## src/rtl/conv_fade_pkg.sv

```systemverilog
package conv_fade_pkg;

    localparam int FS_CNT_W     = 16;
    localparam int FS_GAIN_FRAC = 13;
    localparam int FS_GAIN_W    = FS_GAIN_FRAC + 1;
    localparam int FS_UNITY     = 1 << FS_GAIN_FRAC;

    typedef enum logic [1:0] {
        RATE_SINGLE = 2'd0,
        RATE_DUAL   = 2'd1,
        RATE_QUAD   = 2'd2,
        RATE_RSVD   = 2'd3
    } rate_e;

    typedef enum logic [2:0] {
        ST_HOLD,
        ST_FADE_IN,
        ST_RUN,
        ST_FADE_OUT,
        ST_MUTED,
        ST_LOST,
        ST_RESYNC,
        ST_ERROR
    } seq_state_e;

    typedef struct packed {
        logic [FS_CNT_W-1:0]  start_len;
        logic [FS_CNT_W-1:0]  resync_len;
        logic [FS_GAIN_W-1:0] step;
        logic                 bad;
    } fade_cfg_t;

endpackage

```

## src/rtl/conv_fade_cfg.sv

```systemverilog
module conv_fade_cfg
    import conv_fade_pkg::*;
#(
    parameter int DAC_START_S  = 3600,
    parameter int DAC_START_D  = 7200,
    parameter int DAC_START_Q  = 14400,
    parameter int ADC_START_S  = 4800,
    parameter int ADC_START_D  = 9600,
    parameter int FADE_S       = 2048,
    parameter int FADE_D       = 4096,
    parameter int FADE_Q       = 8192,
    parameter int DAC_RESYNC_S = 38,
    parameter int DAC_RESYNC_D = 38,
    parameter int DAC_RESYNC_Q = 29,
    parameter int ADC_RESYNC_S = 60,
    parameter int ADC_RESYNC_D = 60
) (
    input  logic [1:0] rate_sel,
    input  logic       path_adc,
    output fade_cfg_t  cfg
);

    localparam int STEP_S = FS_UNITY / FADE_S;
    localparam int STEP_D = FS_UNITY / FADE_D;
    localparam int STEP_Q = FS_UNITY / FADE_Q;

    always_comb begin
        cfg = '0;
        if (path_adc) begin
            unique case (rate_e'(rate_sel))
                RATE_SINGLE: begin
                    cfg.start_len  = FS_CNT_W'(ADC_START_S);
                    cfg.resync_len = FS_CNT_W'(ADC_RESYNC_S);
                    cfg.step       = FS_GAIN_W'(STEP_S);
                end
                RATE_DUAL: begin
                    cfg.start_len  = FS_CNT_W'(ADC_START_D);
                    cfg.resync_len = FS_CNT_W'(ADC_RESYNC_D);
                    cfg.step       = FS_GAIN_W'(STEP_D);
                end
                RATE_QUAD, RATE_RSVD: cfg.bad = 1'b1;
            endcase
        end else begin
            unique case (rate_e'(rate_sel))
                RATE_SINGLE: begin
                    cfg.start_len  = FS_CNT_W'(DAC_START_S);
                    cfg.resync_len = FS_CNT_W'(DAC_RESYNC_S);
                    cfg.step       = FS_GAIN_W'(STEP_S);
                end
                RATE_DUAL: begin
                    cfg.start_len  = FS_CNT_W'(DAC_START_D);
                    cfg.resync_len = FS_CNT_W'(DAC_RESYNC_D);
                    cfg.step       = FS_GAIN_W'(STEP_D);
                end
                RATE_QUAD: begin
                    cfg.start_len  = FS_CNT_W'(DAC_START_Q);
                    cfg.resync_len = FS_CNT_W'(DAC_RESYNC_Q);
                    cfg.step       = FS_GAIN_W'(STEP_Q);
                end
                RATE_RSVD: cfg.bad = 1'b1;
            endcase
        end
    end

endmodule

```

## src/rtl/conv_fade_cnt.sv

```systemverilog
module conv_fade_cnt #(
    parameter int W = 16
) (
    input  logic         clk,
    input  logic         rst_n,
    input  logic         clr,
    input  logic         en,
    input  logic [W-1:0] limit,
    output logic         done
);

    logic [W-1:0] cnt;

    assign done = en && (cnt == limit - W'(1));

    always_ff @(posedge clk or negedge rst_n) begin
        if (!rst_n) begin
            cnt <= '0;
        end else if (clr) begin
            cnt <= '0;
        end else if (en) begin
            cnt <= cnt + W'(1);
        end
    end

    // the delay count only moves on a counted tick
    a_r5_cnt_idle: assert property (@(posedge clk) disable iff (!rst_n)
        (!en && !clr) |=> $stable(cnt));

endmodule

```

## src/rtl/conv_fade_ramp.sv

```systemverilog
module conv_fade_ramp #(
    parameter int GW    = 14,
    parameter int UNITY = 8192
) (
    input  logic          clk,
    input  logic          rst_n,
    input  logic          zero,
    input  logic          up,
    input  logic          down,
    input  logic [GW-1:0] step,
    output logic [GW-1:0] gain,
    output logic          top_next,
    output logic          zero_next,
    output logic          at_zero
);

    localparam logic [GW:0] UNITY_V = (GW+1)'(UNITY);

    logic [GW:0] sum;

    assign sum       = {1'b0, gain} + {1'b0, step};
    assign top_next  = (sum >= UNITY_V);
    assign zero_next = (gain <= step);
    assign at_zero   = (gain == '0);

    always_ff @(posedge clk or negedge rst_n) begin
        if (!rst_n) begin
            gain <= '0;
        end else if (zero) begin
            gain <= '0;
        end else if (up) begin
            gain <= top_next ? UNITY_V[GW-1:0] : sum[GW-1:0];
        end else if (down) begin
            gain <= zero_next ? '0 : gain - step;
        end
    end

    // the coefficient never passes unity
    a_r10_gain_bounded: assert property (@(posedge clk) disable iff (!rst_n)
        {1'b0, gain} <= UNITY_V);

    // an up step never lowers the gain
    a_r4_up_monotonic: assert property (@(posedge clk) disable iff (!rst_n)
        (up && !zero) |=> (gain >= $past(gain)));

endmodule

```

## src/rtl/conv_fade_seq.sv

```systemverilog
module conv_fade_seq
    import conv_fade_pkg::*;
#(
    parameter int DAC_START_S  = 3600,
    parameter int DAC_START_D  = 7200,
    parameter int DAC_START_Q  = 14400,
    parameter int ADC_START_S  = 4800,
    parameter int ADC_START_D  = 9600,
    parameter int FADE_S       = 2048,
    parameter int FADE_D       = 4096,
    parameter int FADE_Q       = 8192,
    parameter int DAC_RESYNC_S = 38,
    parameter int DAC_RESYNC_D = 38,
    parameter int DAC_RESYNC_Q = 29,
    parameter int ADC_RESYNC_S = 60,
    parameter int ADC_RESYNC_D = 60
) (
    input  logic                 clk,
    input  logic                 rst_n,
    input  logic                 frame_tick,
    input  logic [1:0]           rate_sel,
    input  logic                 path_adc,
    input  logic                 sync_lost,
    input  logic                 soft_mute,
    output logic [FS_GAIN_W-1:0] gain,
    output logic                 mute,
    output logic                 cfg_err
);

    fade_cfg_t           cfg;
    seq_state_e          st, nxt;
    logic                cnt_clr, cnt_en, cnt_done;
    logic [FS_CNT_W-1:0] cnt_limit;
    logic                g_zero, g_up, g_dn;
    logic                top_next, zero_next, at_zero;

    conv_fade_cfg #(
        .DAC_START_S (DAC_START_S),  .DAC_START_D (DAC_START_D),
        .DAC_START_Q (DAC_START_Q),  .ADC_START_S (ADC_START_S),
        .ADC_START_D (ADC_START_D),  .FADE_S      (FADE_S),
        .FADE_D      (FADE_D),       .FADE_Q      (FADE_Q),
        .DAC_RESYNC_S(DAC_RESYNC_S), .DAC_RESYNC_D(DAC_RESYNC_D),
        .DAC_RESYNC_Q(DAC_RESYNC_Q), .ADC_RESYNC_S(ADC_RESYNC_S),
        .ADC_RESYNC_D(ADC_RESYNC_D)
    ) cfg_i (
        .rate_sel(rate_sel),
        .path_adc(path_adc),
        .cfg     (cfg)
    );

    assign cnt_limit = (st == ST_RESYNC) ? cfg.resync_len : cfg.start_len;

    conv_fade_cnt #(.W(FS_CNT_W)) cnt_i (
        .clk  (clk),
        .rst_n(rst_n),
        .clr  (cnt_clr),
        .en   (cnt_en),
        .limit(cnt_limit),
        .done (cnt_done)
    );

    conv_fade_ramp #(.GW(FS_GAIN_W), .UNITY(FS_UNITY)) ramp_i (
        .clk      (clk),
        .rst_n    (rst_n),
        .zero     (g_zero),
        .up       (g_up),
        .down     (g_dn),
        .step     (cfg.step),
        .gain     (gain),
        .top_next (top_next),
        .zero_next(zero_next),
        .at_zero  (at_zero)
    );

    // state register
    always_ff @(posedge clk or negedge rst_n) begin
        if (!rst_n) st <= ST_HOLD;
        else        st <= nxt;
    end

    // next state and datapath controls
    always_comb begin
        nxt     = st;
        cnt_clr = 1'b0;
        cnt_en  = 1'b0;
        g_zero  = 1'b0;
        g_up    = 1'b0;
        g_dn    = 1'b0;
        if (cfg.bad) begin
            nxt    = ST_ERROR;
            g_zero = 1'b1;
        end else begin
            unique case (st)
                ST_HOLD, ST_RESYNC: begin
                    if (sync_lost) begin
                        nxt     = ST_LOST;
                        cnt_clr = 1'b1;
                        g_zero  = 1'b1;
                    end else if (frame_tick) begin
                        cnt_en = 1'b1;
                        if (cnt_done) begin
                            nxt     = ST_FADE_IN;
                            cnt_clr = 1'b1;
                        end
                    end
                end
                ST_FADE_IN: begin
                    if (sync_lost) begin
                        nxt    = ST_LOST;
                        g_zero = 1'b1;
                    end else if (soft_mute) begin
                        nxt = ST_FADE_OUT;
                    end else if (frame_tick) begin
                        g_up = 1'b1;
                        if (top_next) nxt = ST_RUN;
                    end
                end
                ST_RUN: begin
                    if (sync_lost) begin
                        nxt    = ST_LOST;
                        g_zero = 1'b1;
                    end else if (soft_mute) begin
                        nxt = ST_FADE_OUT;
                    end
                end
                ST_FADE_OUT: begin
                    if (sync_lost) begin
                        nxt    = ST_LOST;
                        g_zero = 1'b1;
                    end else if (!soft_mute) begin
                        nxt = ST_FADE_IN;
                    end else if (at_zero) begin
                        nxt = ST_MUTED;
                    end else if (frame_tick) begin
                        g_dn = 1'b1;
                        if (zero_next) nxt = ST_MUTED;
                    end
                end
                ST_MUTED: begin
                    if (sync_lost) begin
                        nxt    = ST_LOST;
                        g_zero = 1'b1;
                    end else if (!soft_mute) begin
                        nxt = ST_FADE_IN;
                    end
                end
                ST_LOST: begin
                    g_zero = 1'b1;
                    if (!sync_lost) begin
                        nxt     = ST_RESYNC;
                        cnt_clr = 1'b1;
                    end
                end
                ST_ERROR: begin
                    g_zero = 1'b1;
                end
            endcase
        end
    end

    // outputs decoded from the state register
    always_comb begin
        mute    = 1'b0;
        cfg_err = 1'b0;
        unique case (st)
            ST_HOLD, ST_MUTED, ST_LOST, ST_RESYNC: mute = 1'b1;
            ST_ERROR: begin
                mute    = 1'b1;
                cfg_err = 1'b1;
            end
            ST_FADE_IN, ST_RUN, ST_FADE_OUT: mute = 1'b0;
        endcase
    end

    // a sampled sync loss silences the path on the next cycle
    a_r6_lost_silences: assert property (@(posedge clk) disable iff (!rst_n)
        sync_lost |=> (mute && gain == '0));

    // an error always comes with silence
    a_r9_err_silent: assert property (@(posedge clk) disable iff (!rst_n)
        cfg_err |-> (mute && gain == '0));

    // the error is sticky until reset
    a_r9_err_sticky: assert property (@(posedge clk) disable iff (!rst_n)
        cfg_err |=> cfg_err);

    // muted implies zero gain
    a_r10_mute_zero_gain: assert property (@(posedge clk) disable iff (!rst_n)
        mute |-> (gain == '0));

    // no tick, no sync loss, no error -> gain unchanged
    a_r5_gain_idle: assert property (@(posedge clk) disable iff (!rst_n)
        (!frame_tick && !sync_lost && !cfg.bad) |=> $stable(gain));

endmodule

```

## config.mk

```make
export PLATFORM = sky130hd
export DESIGN_NAME = conv_fade_seq
export DESIGN_NICKNAME = d
export VERILOG_FILES = /design/src/rtl/conv_fade_pkg.sv /design/src/rtl/conv_fade_cfg.sv /design/src/rtl/conv_fade_cnt.sv /design/src/rtl/conv_fade_ramp.sv /design/src/rtl/conv_fade_seq.sv
export SDC_FILE = /design/constraint.sdc
export NUM_CORES = 1
export LEC_CHECK = 0
export BUFFER_PORTS_ARGS = -buffer_cell sky130_fd_sc_hd__buf_4
export CORE_MARGIN = 2
export CORE_UTILIZATION = 25
export CTS_CLUSTER_DIAMETER = 80
export DETAILED_ROUTE_END_ITERATION = 10
export PLACE_DENSITY = 0.37
export SYNTH_ARGS = -nofsm -noshare
export SYNTH_HDL_FRONTEND = slang
export SYNTH_HIERARCHICAL = 1
export SYNTH_SLANG_ARGS = --single-unit
```

## constraint.sdc

```tcl
create_clock -name clk -period 7.5 [get_ports clk]
set_input_delay 0.375 -clock clk [delete_from_list [all_inputs] [get_ports clk]]
set_output_delay 0.375 -clock clk [all_outputs]
set_load 0.1 [all_outputs]
```

## Word level (Yosys, flattened, before mapping)

Cells that the tools add are included.
Widths: inputs -> output; s select.

- Add/subtract/negate cells: 4
- Magnitude comparators: 2
- Equal/unequal tests: 20
- Mux-type cells: 56
- Reductions and logical operators: 14

Operators with widths:

| kind | count |
|---|---|
| $pmux 44 s3 | 1 |
| $pmux 44 s2 | 1 |
| $mux 14 | 5 |
| $mux 3 | 18 |
| $mux 16 | 3 |
| $mux 47 | 1 |
| $mux 1 | 23 |
| $pmux 3 s6 | 1 |
| $add 16x1->16 const B | 1 |
| $eq 16x16->1 | 1 |
| $ne 4x4->1 const B | 4 |
| $sub 16x1->16 const B | 1 |
| $add 14x14->15 | 1 |
| $ge 15x14->1 const B | 1 |
| $le 14x14->1 | 1 |
| $logic_not 14->1 | 1 |
| $sub 14x14->14 | 1 |
| $eq 3x3->1 const B | 4 |
| $reduce_and 10->1 | 1 |
| $reduce_bool 7->1 | 1 |
| $eq 3x2->1 const B | 2 |
| $ne 6x5->1 const B | 1 |
| $ne 6x6->1 const B | 1 |
| $pmux 1 s2 | 3 |
| other kinds (15) | 18 |

- Flip-flop bits (word level): 33
- Output and inout port bits: 16

## Depth between registers and ports, before layout

Gate-level depths: netlist (run 1).

- Word-level depth: 14
- Gate-level depth with buffers: 26
- Gate-level depth less buffers: 23

## Modules after synthesis

Netlist (run 1), hierarchy kept.

By module, submodules not included:

| module | instances | cells each | area an instance (sq um) |
|---|---|---|---|
| conv_fade_ramp | 1 | 260 | 2102.0 |
| conv_fade_cnt | 1 | 162 | 1347.5 |
| conv_fade_seq | 1 | 73 | 589.3 |
| conv_fade_cfg | 1 | 66 | 476.7 |

## Worst setup path before layout (run 1)

OpenSTA, ideal clock, no wires.

- Path kind: register to register
- Start point: reg st[1]
- End point: reg cnt_i.cnt[15]
- Arrival time: 4.522 ns
- Setup slack: 2.849 ns
- Cell stages (with the launch flop): 23
- Period minus slack after synthesis: 4.651 ns
- Cells stage by stage: dfrtp_1 > buf_4 > nand3_2 > buf_2 > mux2_2 > buf_6 > nor4_4 > nand3_4 > or3b_1 > a211o_1 > a22o_1 > nor4b_2 > nand2_1 > nand2b_1 > a32oi_1 > nor2_1 > clkbuf_1 > o21a_1 > nand4_1 > nor3_1 > nand3_1 > xor2_1 > nor2_1

- Longest elaborated chain between the ends: 11

RTL lines:

| what | line | text |
|---|---|---|
| start, declared | conv_fade_seq.sv:31 | `seq_state_e st, nxt;` |
| start signal, assigned | conv_fade_seq.sv:78 | `else st <= nxt;` |
| $eq 3x3->1 (*) | conv_fade_seq.sv:51 | `assign cnt_limit = (st == ST_RESYNC) ? cfg.resync_len : cfg.start_len;` |
| $mux 16 (*) | conv_fade_seq.sv:51 |  |
| net cnt_limit[2] | conv_fade_seq.sv:33 | `logic [FS_CNT_W-1:0] cnt_limit;` |
| $sub 16x1->16 (*) | conv_fade_cnt.sv:14 | `assign done = en && (cnt == limit - W'(1));` |
| $eq 16x16->1 (*) | conv_fade_cnt.sv:14 |  |
| $logic_and 1x1->1 (*) | conv_fade_cnt.sv:14 |  |
| net cnt_done | conv_fade_seq.sv:32 | `logic cnt_clr, cnt_en, cnt_done;` |
| $mux 1 (*) | conv_fade_seq.sv:101 | `if (cnt_done) begin` |
| $mux 1 (*) | conv_fade_seq.sv:99 | `end else if (frame_tick) begin` |
| $mux 1 (*) | conv_fade_seq.sv:95 | `if (sync_lost) begin` |
| $pmux 1 s2 (*) | conv_fade_seq.sv:93 | `unique case (st)` |
| $mux 1 (*) | conv_fade_seq.sv:89 | `if (cfg.bad) begin` |
| net cnt_clr | conv_fade_seq.sv:32 |  |
| $mux 16 / $reduce_bool 2->1 (equally long branches) | n/a |  |
| end signal, assigned | conv_fade_cnt.sv:22 | `cnt <= cnt + W'(1);` |
| end, declared | conv_fade_cnt.sv:12 | `logic [W-1:0] cnt;` |

Mark *: on every way through the listed nets, which the timed path passes. The rest lies on a longest branch.
A chain may end at the register's enable or synchronous reset.

## Worst setup path in the final report (run 1)

- Start point: reg st[0]
- End point: reg cnt_i.cnt[13]

Same word-level chain as after synthesis.

==> metrics.txt, run 1 <==
WL met3 395 um; Num CTS Buffers 5; die width 138 um; wl on met1 6080 um; Post-CTS Setup Bufs 0; fin crit share 70.7%; clock share of power 26.6%; Netlist cell types 80; Final setup viols 0; min Tclk post-route between 5000 and 6000 ps; number of synthesized flops with an enable pin 0; Arr. time, crit path 5450 ps; die area 19,200 um^2; hold crit path type in2async; post-route cell area 4900 um^2; Syn Area/Cell 8.05 um^2; post-route ant nets 0; via/cell ratio 4.81; Slew HR 64.9%; clock skew 7.13 ps; CP required 7650 ps; Std-Cell Rows 49; Mapped Cells 561; largest family of logic cells by synthesized area simple AND/OR/NAND/NOR gates; Placer Congestion between 0.8 and 0.9; share of cells above drive strength 1 around 15%; DR DRC count 0; post-synthesis xor/xnor area fraction 8.53%; n_diodes 0; Worst-path clk slew 50 ps; Leak 2.08 nW; Synth async-reset ratio 100%; P&R area growth vs syn 8.42%; first-pass GRT wire length 19,600 um; dpl cell area 4750 um^2; max layer used met4; Fin. Hold Viols 0; Internal Pwr Total between 0.4 and 0.5 mW; CP Class reg2reg; drt first pass iters 4; maxcap violations 0; initial antenna violation count 0; H-tree depth 2; Cell Area, Synth 4520 um^2; Yosys reg bits 33; Synth Area in Compound Gates a little under a fifth; grt ovf 0; largest net degree at the start of global routing 34; status complete, no violations; Buffers on Ports 23; I/O Pins 24; RSZ-0062 raised after global routing no; core area 17,800 um^2; Clock Root Buffer clkbuf_16; Post-synth top flop dfrtp_1; Simple-Gate Fraction of Synth Area 24.1%; HPWL after DPL 9230 um; Crit. End Element flip-flop; sum of negative setup slack 0 ps; chip height 138 um; Fillers 1,941; WL/cell around 15 um; metal2 WL 5130 um; later-pin clock latency in the skew report approximately 270 ps; sequential power share 28.6%; Post-CTS Resized 0; sequential fraction of the synthesis area 18.3%; clock sinks 33; nets 612; Least-Margin Pin Slew 523 ps; Sw Share 41.2%; post-route insts no fill 794; Switch Pwr 0.316 mW; power density cells 157 nW/um^2; Peak VDD IR 118 uV; proportion of synthesized area in mux cells about 7.1%; CTS tree yes; final-report max-slew violation count 0; area share of fa/ha/maj cells after synthesis 11.1%; WL final 11,700 um; Comb pwr share approximately 45%; Warnings, synthesis 6; vias in the first global route about 3,700; initial core utilization 25.3%; routed vias 3,816; initial DRC count about 190; Inst Count DP 787; Post-CTS Hold Buffers 0; crit-path max FO 17; Clock Tree Buf Depth 2; Fmax 189 MHz; global-route usage over all layers between 10 and 15%; CP Launch Type flip-flop
## registers in the layout, summed over array words and instances (netlist names)
signal / cells
st: 3
cnt_i/cnt: 16
ramp_i/gain: 14
## layout make-up
cell class / instances / area (um^2) / area share, %
flip-flops and latches: 33 / 826 / 16.9
well taps: 229 / 287 / 5.85
clock buffers: 6 / 139 / 2.84
clock inverters: 1 / 7.51 / 0.153
repair buffers: 27 / 203 / 4.14
inverters: 44 / 165 / 3.37
multi-input cells: 454 / 3270 / 66.8
## path summary, 6_finish.rpt
check | to | slack [ps] | depth (start not counted) | from
min in group clk | cnt_i/cnt[3]$_DFFE_PN0P_ | 590 | 2 | cnt_i/cnt[3]$_DFFE_PN0P_
max in group asynchronous | cnt_i/cnt[3]$_DFFE_PN0P_ | 7130 | 1 | rst_n
min | cnt_i/cnt[11]$_DFFE_PN0P_ | 50 | 1 | rst_n
min reg2reg | cnt_i/cnt[3]$_DFFE_PN0P_ | 590 | 2 | cnt_i/cnt[3]$_DFFE_PN0P_
max reg2reg | cnt_i/cnt[13]$_DFFE_PN0P_ | 2200 | 22 | st[0]$_DFFE_PN0P_
max | cnt_i/cnt[13]$_DFFE_PN0P_ | 2200 | 22 | st[0]$_DFFE_PN0P_
## kinds of logic (layout without fill, tap and decap cells)
family / after synthesis / count (layout)
xor gates and xnor gates: 44 / 44
and+or+nand+nor: 200 / 200
buffers and inverters: 100 / 78
adders and majority gates: 39 / 39
other: 1 / 27
AOI/OAI and AO/OA: 115 / 115
muxes: 29 / 29
DFF: 33 / 33
## synth_stat cells (4+ instances only)
cell      instances  share of area, %
nand3_1          22               2.4
xor2_1           19               3.7
dfrtp_1          33                18
inv_2             7              0.58
mux2_1            4               1.0
a21o_1            5              0.83
nand4_1          11               1.5
nand3b_1          4              0.67
nor3_1           21               2.3
a31oi_1           4              0.55
clkbuf_1         10              0.83
a22o_1           10               1.9
o21ai_1           5              0.55
buf_4            32               5.3
nand2_1          27               2.2
nand2b_1         13               1.8
nor4_1            9               1.2
a211oi_1          5              0.83
o21ai_0          18               2.0
mux2_2           14               3.5
mux2i_1           9               2.0
nor2_1           56               4.7
nor2b_1           8               1.1
inv_1            37               3.1
ha_1             37                10
a21oi_1          26               2.9
buf_2             8              0.89
xnor2_1          25               4.8
o21bai_1          4              0.67
## routing by layer
metal	vias to the layer above	global-route usage [%]
met4	0	1.61
met3	5	1.63
met1	1817	18.8
met2	54	18.9
met5	-	0
li1	1940	-
## stage by stage
stage	power (mW)	setup slack, ps	hold slack (ps)	utilization, %
after floorplan	0.511	2850	79.4	-
after global placement	0.568	2270	378	26.6
after detailed placement	0.565	2180	374	26.6
after CTS	0.774	2150	73.9	27.4
after global routing	0.820	1720	91.2	27.4
final	0.766	2200	51.7	27.4
## worst max-delay path, cell delays in order (launching register included)
cell and delay, ps:
dfrtp_1 550, inv_2 150, nand3_2 340, mux2_1 430, inv_1 80, ha_1 380, nor2b_1 220, nand4_1 170
or3b_1 420, a211oi_1 260, nor3_1 90, nor4b_2 330, nand2_1 110, nand2b_1 80, a32oi_1 50, nor2_1 110
buf_4 230, o21a_1 180, nand4_1 200, nor3_1 390, nand3_1 160, xor2_1 170, nor2_1 60
## placed cells by master (no fill, tap or decap), drive strengths merged, types with 12 or more instances in the layout
cell type,n
nor3,22
nand3,25
buf,27
o21ai,23
conb,27
nand4,12
a21oi,26
inv,44
dfrtp,33
nand2,27
nor2,56
xnor2,25
nand2b,14
mux2,20
ha,37
xor2,19
## power groups by stage
| stage | sequential, mW | combinational, mW | clock [mW] |
|---|---|---|---|
| 4_1_cts | 0.218 | 0.345 | 0.211 |
| 3_3_place_gp | 0.222 | 0.345 | 0 |
| 2_1_floorplan | 0.203 | 0.308 | 0 |
| 3_5_place_dp | 0.222 | 0.343 | 0 |
| 5_1_grt | 0.223 | 0.379 | 0.218 |
| 6_report | 0.219 | 0.344 | 0.203 |
Note: power is estimated with default switching activity, not from simulation.
==> run 2: changes to the inputs <==
Settings changed: PLACE_DENSITY 0.37 to 0.39.
Clock period 7.5 ns to 4.6 ns, I/O delays scaled along.
==> run 2 against run 1 <==
- clock power up 97%
- critical path depth down 3
- register-to-register slack worse by 1800 ps
- core utilization up 1.1 points
- final cell count up 2.3%
- hold slack better by 390 ps
- via count up 2.3%
- routed wire length up 3.3%
- critical endpoint is now cnt_i/cnt[7]$_DFFE_PN0P_
- largest power group unchanged
- highest routed layer unchanged
==> metrics.txt, run 2 (synthesis results as in run 1) <==
Num CTS Buffers 5 (unchanged); n_diodes 0 (unchanged); most frequent cells in the layout nor2_1 (55), buf_4 (43), inv_1 (37), ha_1 (37), dfrtp_1 (33) (was nor2_1 (56), inv_1 (37), ha_1 (37)); post-route ant nets 0 (unchanged); H-tree depth 2 (unchanged); placement-stage worst setup slack 111 ps (was 2180 ps); Peak VDD IR 206 uV (was 118 uV); core area 17,800 um^2 (unchanged); Placer Congestion 0.832 (was 0.805); CTS tree yes (unchanged); Arr. time, crit path 4390 ps (was 5450 ps); die area 19,200 um^2 (unchanged); CP peak stage delay 390 ps (was 550 ps); cell at the slowest stage of the critical path dfrtp_1 (unchanged); biggest regs cnt_i/cnt: 16 flops, ramp_i/gain: 14 flops, st: 3 flops (unchanged); Biggest register cnt_i/cnt (unchanged); CP Launch Type flip-flop (unchanged); Slew HR 59.0% (was 64.9%); Leak 2.17 nW (was 2.08 nW); vias in the first global route 3,943 (was 3,736); status complete, no violations (unchanged); WL/cell 14.8 um (was 14.7 um); hold crit path type in2async (unchanged); Fmax 239 MHz (was 189 MHz); min Tclk post-route 4190 ps (was 5300 ps); global-route usage over all layers 12.8% (was 12.3%); grt ovf 0 (unchanged); DR DRC count 0 (unchanged); r2r setup slk 410 ps (was 2200 ps); power density cells 269 nW/um^2 (was 157 nW/um^2); crit-path cells inv_2, nand3_4, buf_4, mux2_2, nor2_2, nand3_4, or3b_1, a211o_1, a22o_1, nor4b_2, nand2_1, nand2b_1, a32oi_1, nor2_1, o21a_1, nand4_1, buf_4, or3_1, a21oi_1 (was inv_2, nand3_2, mux2_1, inv_1, ha_1, nor2b_1, nand4_1, or3b_1, a211oi_1, nor3_1, nor4b_2, nand2_1, nand2b_1, a32oi_1, nor2_1, buf_4, o21a_1, nand4_1, nor3_1, nand3_1, xor2_1, nor2_1); chip height 138 um (unchanged); RSZ-0062 raised after global routing no (unchanged); maxcap violations 0 (unchanged); Clock Root Buffer clkbuf_16 (unchanged); sum of negative setup slack 0 ps (unchanged); routed vias 3,903 (was 3,816); first-pass GRT wire length 20,500 um (was 19,600 um); P&R area growth vs syn 12.7% (was 8.42%); leading cell type in the layout, fill and taps excluded nor2_1 (unchanged); Std-Cell Rows 49 (unchanged); Crit. End Element flip-flop (unchanged); Worst-path clk slew 60 ps (was 50 ps); largest net degree at the start of global routing 34 (unchanged); share of cells above drive strength 1 17.7% (was 14.5%); HPWL after DPL 9350 um (was 9230 um); PnR worst setup slack 412 ps (was 2200 ps); Final setup viols 0 (unchanged); nets 629 (was 612); clock sinks 33 (unchanged); via/cell ratio 4.81 (about the same); Least-Margin Pin Slew 609 ps (was 523 ps); WP buf/inv 3 (unchanged); CP required 4810 ps (was 7650 ps); initial core utilization 25.3% (unchanged); area occupied by registers 826 um^2 (unchanged); Fillers 1,931 (was 1,941); fin crit share 91.0% (was 70.7%); initial antenna violation count 0 (unchanged); initial DRC count 224 (was 187); CP delay by family, top simple AND/OR/NAND/NOR gates (unchanged); die width 138 um (unchanged); CP Class reg2reg (unchanged); Clock Tree Buf Depth 2 (unchanged); later-pin clock latency in the skew report 280 ps (was 270 ps); crit-path max FO 10 (was 17); drt first pass iters 4 (unchanged); multi-input logic area 3300 um^2 (was 3270 um^2); Buffers on Ports 23 (unchanged); Fin. Hold Viols 0 (unchanged); I/O Pins 24 (unchanged); final-report max-slew violation count 0 (unchanged); clock skew 6.89 ps (was 7.13 ps); WL final 12,100 um (was 11,700 um); max reg flops 16 (unchanged)
==> run 2: final timing paths <==
check	startpoint	end	cells past startpoint
max reg2reg	st[0]$_DFFE_PN0P_	cnt_i/cnt[7]$_DFFE_PN0P_	19
max in group asynchronous	rst_n	ramp_i/gain[4]$_DFFE_PN0P_	2
min	rst_n	cnt_i/cnt[14]$_DFFE_PN0P_	2
min in group clk	soft_mute	st[2]$_DFFE_PN0P_	4
min reg2reg	cnt_i/cnt[15]$_DFFE_PN0P_	cnt_i/cnt[15]$_DFFE_PN0P_	2
max	st[0]$_DFFE_PN0P_	cnt_i/cnt[7]$_DFFE_PN0P_	19
==> run 2: worst register-to-register path, cell delays in order (launching register included) <==
cell      delay (ps)
dfrtp_1          390
inv_2            130
nand3_4          150
buf_4            210
mux2_2           320
nor2_2           250
nand3_4          120
or3b_1           380
a211o_1          290
a22o_1           210
nor4b_2          280
nand2_1          100
nand2b_1          80
a32oi_1           50
nor2_1           140
o21a_1           160
nand4_1          170
buf_4            200
or3_1            340
a21oi_1          140
==> run 2: layout make-up <==
type,instances,share of cell area [%]
Clock buffer,6,2.73
Inverter,44,3.25
Tap cell,229,5.63
Sequential cell,33,16.2
Clock inverter,2,0.738
Multi-Input combinational cell,454,64.9
Timing Repair Buffer,44,6.54
==> run 2: stage by stage <==
stage	total power [mW]	hold WS [ps]	cells	cell area (um^2)	util, %
6_report	1.37	437	812	5090	28.5
3_5_place_dp	0.954	219	802	4870	27.3
3_3_place_gp	0.955	215	802	4870	27.3
2_1_floorplan	0.833	-65.6	587	4620	-
5_1_grt	1.46	498	812	5090	28.5
4_1_cts	1.36	457	811	5050	28.3
==> run 2: what timing repair did <==
item / in CTS / in global routing
hold buffers: 1 / 0
setup endpoints to repair: 0 / 12
hold endpoints to repair: 33 / 0
gates resized for setup: 0 / 5
setup buffers: 0 / 1
==> run 2: per-layer routing <==
| layer | up-vias | part of all wire, % | wire (um) | track usage [%] |
|---|---|---|---|---|
| met5 | - | 0 | 0 | 0 |
| met4 | 0 | 0.76 | 92 | 2.26 |
| met3 | 6 | 3.3 | 401 | 1.21 |
| met2 | 68 | 45 | 5470 | 20.5 |
| met1 | 1859 | 50 | 6090 | 18.8 |
| li1 | 1970 | - | - | - |
==> run 2: power by group <==
part           internal (mW)  switching (mW)  total (mW)
combinational          0.249           0.390       0.639
clock                  0.270           0.130       0.400
sequential             0.308          0.0207       0.329
total                  0.827           0.540        1.37
